==> src/rtl/ssd_pkg.sv <==
package ssd_pkg;

    localparam int unsigned CRC_W      = 16;
    localparam logic [15:0] CRC_POLY   = 16'h1021;
    localparam logic [15:0] CRC_PRESET = 16'hFFFF;

    typedef enum logic [1:0] {
        PH_IDLE,
        PH_WAIT,
        PH_XFER
    } phase_e;

    // One serial step of the checksum, MSB-first feed
    function automatic logic [15:0] crc16_step(input logic [15:0] c, input logic b);
        logic fb;
        fb = c[15] ^ b;
        return {c[14:0], 1'b0} ^ (fb ? CRC_POLY : 16'h0000);
    endfunction

endpackage

==> src/rtl/ssd_tracker.sv <==
module ssd_tracker #(
    parameter int unsigned SECT_W = 5
) (
    input  logic              clk,
    input  logic              rst,
    input  logic              index_pulse,
    input  logic              sector_pulse,
    output logic [SECT_W-1:0] head_sector,
    output logic [SECT_W-1:0] next_sector,
    output logic              start_evt
);

    assign start_evt   = index_pulse | sector_pulse;
    assign next_sector = index_pulse  ? '0 :
                         sector_pulse ? head_sector + SECT_W'(1) : head_sector;

    always_ff @(posedge clk) begin
        if (rst) head_sector <= '0;
        else     head_sector <= next_sector;
    end

endmodule

==> src/rtl/ssd_crc.sv <==
module ssd_crc (
    input  logic        clk,
    input  logic        rst,
    input  logic        clear,
    input  logic        shift_en,
    input  logic        bit_in,
    output logic [15:0] crc,
    output logic [15:0] crc_next
);
    import ssd_pkg::*;

    assign crc_next = crc16_step(crc, bit_in);

    always_ff @(posedge clk) begin
        if (rst || clear) crc <= CRC_PRESET;
        else if (shift_en) crc <= crc_next;
    end

endmodule

==> src/rtl/ssd_buffer.sv <==
module ssd_buffer #(
    parameter int unsigned DEPTH = 256,
    localparam int unsigned AW   = $clog2(DEPTH)
) (
    input  logic          clk,
    input  logic          h_we,
    input  logic [AW-1:0] h_addr,
    input  logic [7:0]    h_wdata,
    output logic [7:0]    h_rdata,
    input  logic          s_we,
    input  logic [AW-1:0] s_addr,
    input  logic [7:0]    s_wdata,
    output logic [7:0]    s_rdata
);

    logic [7:0] mem [DEPTH];

    // The two write ports never overlap: the host side is gated off during a transfer
    always_ff @(posedge clk) begin
        if (h_we)      mem[h_addr] <= h_wdata;
        else if (s_we) mem[s_addr] <= s_wdata;
        h_rdata <= mem[h_addr];
    end

    assign s_rdata = mem[s_addr];

endmodule

==> src/rtl/sector_serdes.sv <==
module sector_serdes #(
    parameter int unsigned SECT_BYTES = 256,
    parameter int unsigned SECT_W     = 5,
    localparam int unsigned AW        = $clog2(SECT_BYTES)
) (
    input  logic              clk,
    input  logic              rst,
    input  logic              index_pulse,
    input  logic              sector_pulse,
    input  logic              ser_strobe,
    input  logic              ser_rd,
    output logic              ser_wd,
    output logic              ser_wg,
    input  logic              cmd_valid,
    input  logic              cmd_write,
    input  logic [SECT_W-1:0] cmd_sector,
    output logic              busy,
    output logic              done,
    output logic              crc_err,
    output logic [SECT_W-1:0] head_sector,
    input  logic              host_we,
    input  logic [AW-1:0]     host_addr,
    input  logic [7:0]        host_wdata,
    output logic [7:0]        host_rdata
);
    import ssd_pkg::*;

    localparam int unsigned DATA_BITS  = SECT_BYTES * 8;
    localparam int unsigned TOTAL_BITS = DATA_BITS + CRC_W;
    localparam int unsigned CW         = $clog2(TOTAL_BITS + 1);

    phase_e            phase;
    logic              job_wr;
    logic [SECT_W-1:0] job_sec;
    logic [CW-1:0]     bit_idx;
    logic [6:0]        rx_sh;

    logic [SECT_W-1:0] next_sector;
    logic              start_evt;
    logic [15:0]       crc, crc_next;
    logic [7:0]        s_rdata;

    logic        accept, xfer, take, in_data, last_bit, tx_bit, line_bit, s_we;
    logic [2:0]  bit_sel;
    logic [AW-1:0] byte_addr;

    ssd_tracker #(.SECT_W(SECT_W)) u_track (
        .clk(clk), .rst(rst),
        .index_pulse(index_pulse), .sector_pulse(sector_pulse),
        .head_sector(head_sector), .next_sector(next_sector), .start_evt(start_evt)
    );

    assign accept    = cmd_valid && (phase == PH_IDLE);
    assign xfer      = (phase == PH_XFER);
    assign take      = xfer && ser_strobe;
    assign in_data   = bit_idx < CW'(DATA_BITS);
    assign last_bit  = bit_idx == CW'(TOTAL_BITS - 1);
    assign bit_sel   = bit_idx[2:0];
    assign byte_addr = bit_idx[AW+2:3];
    assign tx_bit    = in_data ? s_rdata[3'd7 - bit_sel] : crc[15];
    assign line_bit  = job_wr ? tx_bit : ser_rd;
    assign s_we      = take && !job_wr && in_data && (bit_sel == 3'd7);

    ssd_crc u_crc (
        .clk(clk), .rst(rst), .clear(accept), .shift_en(take),
        .bit_in(line_bit), .crc(crc), .crc_next(crc_next)
    );

    ssd_buffer #(.DEPTH(SECT_BYTES)) u_buf (
        .clk(clk),
        .h_we(host_we && (phase == PH_IDLE)), .h_addr(host_addr),
        .h_wdata(host_wdata), .h_rdata(host_rdata),
        .s_we(s_we), .s_addr(byte_addr), .s_wdata({rx_sh, ser_rd}), .s_rdata(s_rdata)
    );

    always_ff @(posedge clk) begin
        if (rst) begin
            phase   <= PH_IDLE;
            job_wr  <= 1'b0;
            job_sec <= '0;
            bit_idx <= '0;
            rx_sh   <= '0;
            done    <= 1'b0;
            crc_err <= 1'b0;
        end else begin
            case (phase)
                PH_IDLE: if (accept) begin
                    phase   <= PH_WAIT;
                    job_wr  <= cmd_write;
                    job_sec <= cmd_sector;
                    done    <= 1'b0;
                    crc_err <= 1'b0;
                end
                PH_WAIT: if (start_evt && next_sector == job_sec) begin
                    phase   <= PH_XFER;
                    bit_idx <= '0;
                end
                PH_XFER: if (take) begin
                    bit_idx <= bit_idx + CW'(1);
                    rx_sh   <= {rx_sh[5:0], ser_rd};
                    if (last_bit) begin
                        phase   <= PH_IDLE;
                        done    <= 1'b1;
                        // Feeding the received checksum through leaves zero on a match
                        crc_err <= !job_wr && (crc_next != 16'h0000);
                    end
                end
                default: phase <= PH_IDLE;
            endcase
        end
    end

    assign busy   = (phase != PH_IDLE);
    assign ser_wg = xfer && job_wr;
    assign ser_wd = ser_wg ? tx_bit : 1'b0;

endmodule

==> config.mk <==
export PLATFORM = sky130hd
export DESIGN_NAME = sector_serdes
export DESIGN_NICKNAME = d
export VERILOG_FILES = /design/src/rtl/ssd_pkg.sv /design/src/rtl/ssd_tracker.sv /design/src/rtl/ssd_crc.sv /design/src/rtl/ssd_buffer.sv /design/src/rtl/sector_serdes.sv
export SDC_FILE = /design/constraint.sdc
export NUM_CORES = 2
export LEC_CHECK = 0
export BUFFER_PORTS_ARGS = -buffer_cell sky130_fd_sc_hd__buf_2
export CORE_UTILIZATION = 45
export CTS_CLUSTER_DIAMETER = 150
export CTS_CLUSTER_SIZE = 28
export DETAILED_ROUTE_END_ITERATION = 10
export PLACE_DENSITY_LB_ADDON = 0.05
export SLEW_MARGIN = 20
export SYNTH_ARGS = -nofsm -noshare
export SYNTH_HDL_FRONTEND = slang
export SYNTH_SLANG_ARGS = --single-unit
==> constraint.sdc <==
create_clock -name clk -period 5 [get_ports clk]
set_input_delay 0 -clock clk [delete_from_list [all_inputs] [get_ports clk]]
set_output_delay 0 -clock clk [all_outputs]
set_load 0.01 [all_outputs]
---- Yosys cells after proc, flatten, opt, wreduce, memory -nomap -nowiden ----
Memory sizes are Yosys's and may differ from the RTL's. A register that Yosys moved wholly into a read port is not among the register bits.
Index checks and enable logic that the tools add are counted.
W data, S select, Z words.
word-level totals
  memories ................................ 1
  memory bits (writable) .................. 2048
  word-level logic and storage cells ...... 82
  register bits ........................... 50
  bits in latches ......................... 0
  input bits .............................. 30
  memory bits (read-only) ................. 0
  output and inout bits ................... 18
memory list
  name       words  bits a word  read ports  clocked after Yosys merged registers in  write ports  line              text
  u_buf.mem  256    8            2           2                                        1            ssd_buffer.sv:16  logic [7:0] mem [DEPTH];
cells by class
  magnitude comparators ................... 2
  equal/unequal tests ..................... 9
  div/mod/pow operators ................... 0
  reduce and logical (&&, ||, !) cells .... 22
  mux-type cells .......................... 33
  bitwise logic cells ..................... 3
  multiply operators ...................... 0
  $add $sub $neg .......................... 3
  shift-type cells ........................ 0
operators with widths
  operator                 number
  $mux W8                  4
  $mux W12                 2
  $pmux W12 S2             1
  $reduce_bool A16 Y1      1
  $xor A16 B16 Y16         1
  $mux W1                  15
  $mux W13                 1
  $add A12 B1 Y12 const B  1
  $eq A12 B12 Y1 const B   1
  $lt A12 B12 Y1 const B   1
  $mux W5                  2
  $logic_and A1 B1 Y1      9
  $mux W2                  4
  $reduce_and A4 Y1        2
  $reduce_or A8 Y1         1
  $ne A2 B1 Y1 const B     3
  $pmux W2 S3              1
  $reduce_bool A2 Y1       3
  $add A5 B1 Y5 const B    1
  $eq A5 B5 Y1             1
  $lt A3 B4 Y1 const B     1
  $pmux W1 S2              2
  $reduce_and A2 Y1        2
  $bmux W1 S3              1
  other kinds (11)         11

---- Longest topological paths before layout ----
  depth in word-level cells ............... 13
  gate-level depth with buffers ........... 16
  mapped depth without buffers ............ 11

---- Cells and area by module ----
Synthesis repeated with hierarchy kept, for this count alone.
unflattened totals
  cells, all modules ...................... 5456
  area total of the unflattened synthesis .. 98774.7 µm²
by module, submodules not included
  module         seq. area each (µm²)  times used  area an instance (µm²)  cells each
  ssd_buffer     61659.1               1           96233.5                 5173
  sector_serdes  580.6                 1           1475.2                  178
  ssd_crc        320.3                 1           728.2                   72
  ssd_tracker    100.1                 1           337.8                   33

---- Worst setup path before layout ----
Ideal clock, no wire load.
  path kind ............................... register -> register
  start ................................... register phase[1]
  end ..................................... memory u_buf.mem[0][0] (data pin)
  slack ................................... 1.020 ns
  path buffers ............................ 2
  setup time .............................. 0.556 ns
  data arrival time ....................... 3.424 ns
  period minus slack after synthesis ...... 3.980 ns
  cell stages (with the launch flop) ...... 7
  data required time ...................... 4.444 ns
  cell sequence ........................... dfxtp_1 -> nor2b_1 -> and2_1 -> clkbuf_1 -> nand3_1 -> clkbuf_1 -> mux2_2
between the ends
  longest elaborated chain between the ends .. 10
  elaborated cells on any way between the ends .. 12
  those cells by class .................... 1 x eq/ne; 4 x mux; 7 x reduce/logical
ends and longest elaborated chain
  item                                   line                 text
  start: declaration                     sector_serdes.sv:32  phase_e phase;
  start signal: assignment               sector_serdes.sv:78  phase <= PH_IDLE;
  start signal: assignment               sector_serdes.sv:88  phase <= PH_WAIT;
  start signal: assignment               sector_serdes.sv:95  phase <= PH_XFER;
  $eq A2 B2 Y1                           sector_serdes.sv:54  assign xfer = (phase == PH_XFER);
  $logic_and A1 B1 Y1                    sector_serdes.sv:55  assign take = xfer && ser_strobe;
  $logic_and A1 B1 Y1 (3 in a row)       sector_serdes.sv:62  assign s_we = take && !job_wr && in_data && (bit_sel == 3'd7);
  $mux W1                                ssd_buffer.sv:21     else if (s_we) mem[s_addr] <= s_wdata;
  $mux W1 (*)                            ssd_buffer.sv:20     if (h_we) mem[h_addr] <= h_wdata;
  $mux W1 (implied by the code) (*)      ssd_buffer.sv:21
  $reduce_or A8 Y1 (no source line) (*)  --
  $mux W8 (no source line) (*)           --
  end: declaration                       ssd_buffer.sv:16
Every way passes the cells marked *; elsewhere a longest branch is shown, timed or not.

==> run metrics <==
final instance count without filler cells 8162; Root Buffer clkbuf_16; max incr delay on CP 0.57 ns; top-area cell type share of the netlist area a little over three fifths; Die H 470 um; Worst setup EP type output pin; post-synthesis sequential area ratio between 60% and 70%; yosys warns 0; period utilisation layout 99.0%; Avg Inst Size Synth around 20 um2; post-DP HPWL between 200000 and 250000 um; die footprint roughly 220000 um2; Final Critical Period a little under 5 ns; worst-skew pair later-pin latency between 0.8 and 0.9 ns; core area 217000 um2; synthesized cell area between 90000 and 100000 um2; most used cell along the critical path buf_4; Hold Path Depth 2; Async S/R FF share, synth 0%; Fill cells ~18000; maximum fanout along the worst path 12; top post-synthesis cells by area edfxtp_1 (62%), mux4_2 (27%), mux2i_1 (1.4%); Fin. Hold Viols 0; pwr/cell area approximately 280 nW/um2; first-pass GRT wire length between 400000 and 500000 um; fin nets 5306; reg2reg path depth 16; starting density of the core roughly 45%; Leakage 32.8 nW; post-route cell area around 110000 um2; status finished, final reports clean; Final WS setup approximately 0.05 ns; die extent in x between 400 and 500 um; Top-Level Pins 48; antenna viol nets, final 0; final wirelength 351000 um; GRT Total Usage a little under a third; Max Transition Viols Final 0; data arrival time of the critical path 4.95 ns; share of layout cells above drive strength 1 between 30% and 40%; grt total ovfl 0; Worst-Margin Slew around 1.2 ns; post-synth top area cell edfxtp_1; worst reg2reg setup slack around 0.38 ns; Max-slew headroom about 19%; pin count of the biggest net entering global routing ~130; Overall Power approximately 30 mW; Final Setup Violations 0; number of flops mapped to enable cells by yosys roughly 2000; crit path capture ser_wd; input/output buffers between 40 and 50; switching share of total power 22.6%; Comb pwr share 6.7%; Synth Flop Type edfxtp_1; worst slack at placement -0.263 ns; dpl cell area ~110000 um2; TritonCTS clock tree built; hold crit path type in -> reg; H-tree levels 3; clock buffer depth 3; initial antenna violation count 24; Post-Synthesis Cells between 4000 and 5000; f_max ~200 MHz; critical path type reg -> out; Layout Skew 0.0509 ns; Max-Cap Viols 0; total number of vias 57300; TritonRoute pass-1 iters 6; vias per inst around 7.0; Syn Nets 4943; Clock Sinks 2114; violation count after the first detailed-route iteration approximately 8500; reg-to-reg endpoint u_crc.crc[5]; cell internal pwr 23.4 mW; Worst path slowest cell mux4_2; switching power between 6 and 7 mW; Reg power frac between 60 and 70%; critical path, cell by cell buf_12 > buf_16 > buf_4 > buf_4 > clkbuf_16 > mux4_2 > mux2i_4 > nor3_1 > nor4_1 > o221ai_2 > nand4_1 > nand4_1 > buf_4 > nand3b_1 > a21boi_2 > buf_2; Cell variety after synth 75; power share of the clock group just under 30%; vias in the first global route about 56000; routed len/inst 43.0 um; placed cells approximately 8000; Syn-to-layout area delta 10.8%; cell row count approximately 170; drc violations 0; Hold Path Origin host_wdata[0]; Peak VDD IR around 0.00029 V; Num CTS Buffers 85; routability cong. about 0.93; Synth Register Bits around 2100; final core occ around half; Worst EP required roughly 5.0 ns; Startpoint Class flip-flop; Reg clk slew, reported paths 0.12 ns
[logic make-up (layout without fill, tap and decap cells)]
logic type	after synthesis	in the layout	share of synthesized area [%]
compound gates	292	292	2.13
xor+xnor	16	16	0.142
fa+ha+maj	3	3	0.0381
buf+inv	404	790	1.93
flops	2114	2114	63.7
mux	1349	1349	28.8
other cells	0	12	0
simple gates	732	732	3.23
[routing by layer]
metal | vias to the layer above | share of wire (%) | track usage [%]
li1 | 21800 | - | -
met1 | 31700 | 40 | 45.3
met2 | 3236 | 46 | 48.1
met3 | 528 | 9.9 | 6.60
met4 | 16 | 4.6 | 12.2
met5 | - | 0.034 | 0
[worst min-delay path by stage]
| stage | endpoint | slack [ns] |
|---|---|---|
| 2_1_floorplan | rx_sh[0] | 0.14 |
| 3_3_place_gp | job_sec[1] | 0.25 |
| 3_5_place_dp | job_sec[2] | 0.26 |
| 4_1_cts | u_buf.mem[73][5] | 0.06 |
| 5_1_grt | u_buf.mem[75][5] | 0.09 |
| 6_report | u_buf.mem[92][0] | 0.05 |
[stage by stage]
step | setup TNS (ns) | hold slack [ns]
floorplan | 0 | 0.136
global placement | -2.83 | 0.250
detailed placement | -0.676 | 0.261
CTS | 0 | 0.0594
global route | -0.00340 | 0.0864
finish | 0 | 0.0527
[synth_stat cells, types with 5 or more instances]
cell,n
nor2b_1,16
a22o_1,7
xnor2_1,10
inv_1,10
dfxtp_1,66
and3_1,8
nor2_1,332
o21ai_0,33
buf_4,35
mux4_2,1185
mux2_2,25
nor4_1,18
and2_1,16
xor2_1,6
o221ai_1,26
nand2_1,204
o21a_1,5
nand3_1,53
nand2b_1,12
buf_2,63
buf_1,70
nand3b_1,11
a311oi_1,8
a221oi_1,17
edfxtp_1,2048
clkbuf_1,198
o211ai_1,6
nor3_1,28
mux2i_1,139
o22ai_1,19
a31oi_1,7
a211oi_1,12
buf_6,24
or3_1,7
a21oi_1,54
nand4_1,10
a2111oi_0,8
a22oi_1,36
a32oi_1,8
[placed cells by master (no fill, tap or decap), types with 12 or more instances in the layout]
master and instances:
nor2_1 329, a21oi_1 53, nor2b_1 12, o22ai_1 19, a22oi_1 33, mux4_2 1185
and2_1 14, mux2i_1 136, mux2_2 17, buf_4 490, a211oi_1 12, dfxtp_1 59
o221ai_1 25, diode_2 12, nand2_2 13, clkbuf_1 18, dlygate4sd3_1 40, o21ai_0 32
a221oi_1 14, nand2_1 191, nor4_1 17, buf_2 43, nand3_1 52, clkbuf_16 89
buf_12 71, edfxtp_1 2048, nor3_1 27
[state kept, by name, indices dropped and copies added (netlist names), named ones only]
signal               count
job_sec                  5
u_track.head_sector      5
bit_idx                 12
u_crc.crc               16
phase                    2
crc_err                  1
u_buf.mem             2048
done                     1
rx_sh                    7
u_buf.h_rdata            8
job_wr                   1
[power groups by stage]
stage          sequential [mW]  combinational, mW  clock, mW
2_1_floorplan             19.9               1.09          0
3_3_place_gp              19.8               1.97          0
3_5_place_dp              19.8               1.98          0
4_1_cts                   19.4               2.01       8.88
5_1_grt                   19.4               2.08       9.36
6_report                  19.4               2.02       8.77
[final cells by class]
cell class	instances	area, um2	share of cell area [%]
Inverter	14	62.6	0.0573
Timing Repair Buffer	666	6160	5.64
Multi-Input combinational cell	2392	34200	31.3
Tap cell	2854	3570	3.27
Clock inverter	6	67.6	0.0619
Clock buffer	104	2220	2.03
Sequential cell	2114	62800	57.6
Antenna cell	12	30.0	0.0275
[critical path, delay by kind of cell, from the launching register on]
family	cells	cell delay, ns
compound gates	2	0.40
buf+inv	7	1.37
flops	1	0.42
mux	2	0.86
simple gates	5	1.04
[timing repair]
action | in CTS | in global routing
pin swaps | 5 | 9
hold buffers | 40 | 0
endpoints found under the setup margin | 4 | 1
endpoints found under the hold margin | 94 | 0
setup buffers | 21 | 14
gates cloned | 0 | 3
resized for setup | 35 | 22
Note: power is estimated with default switching activity, not from simulation.
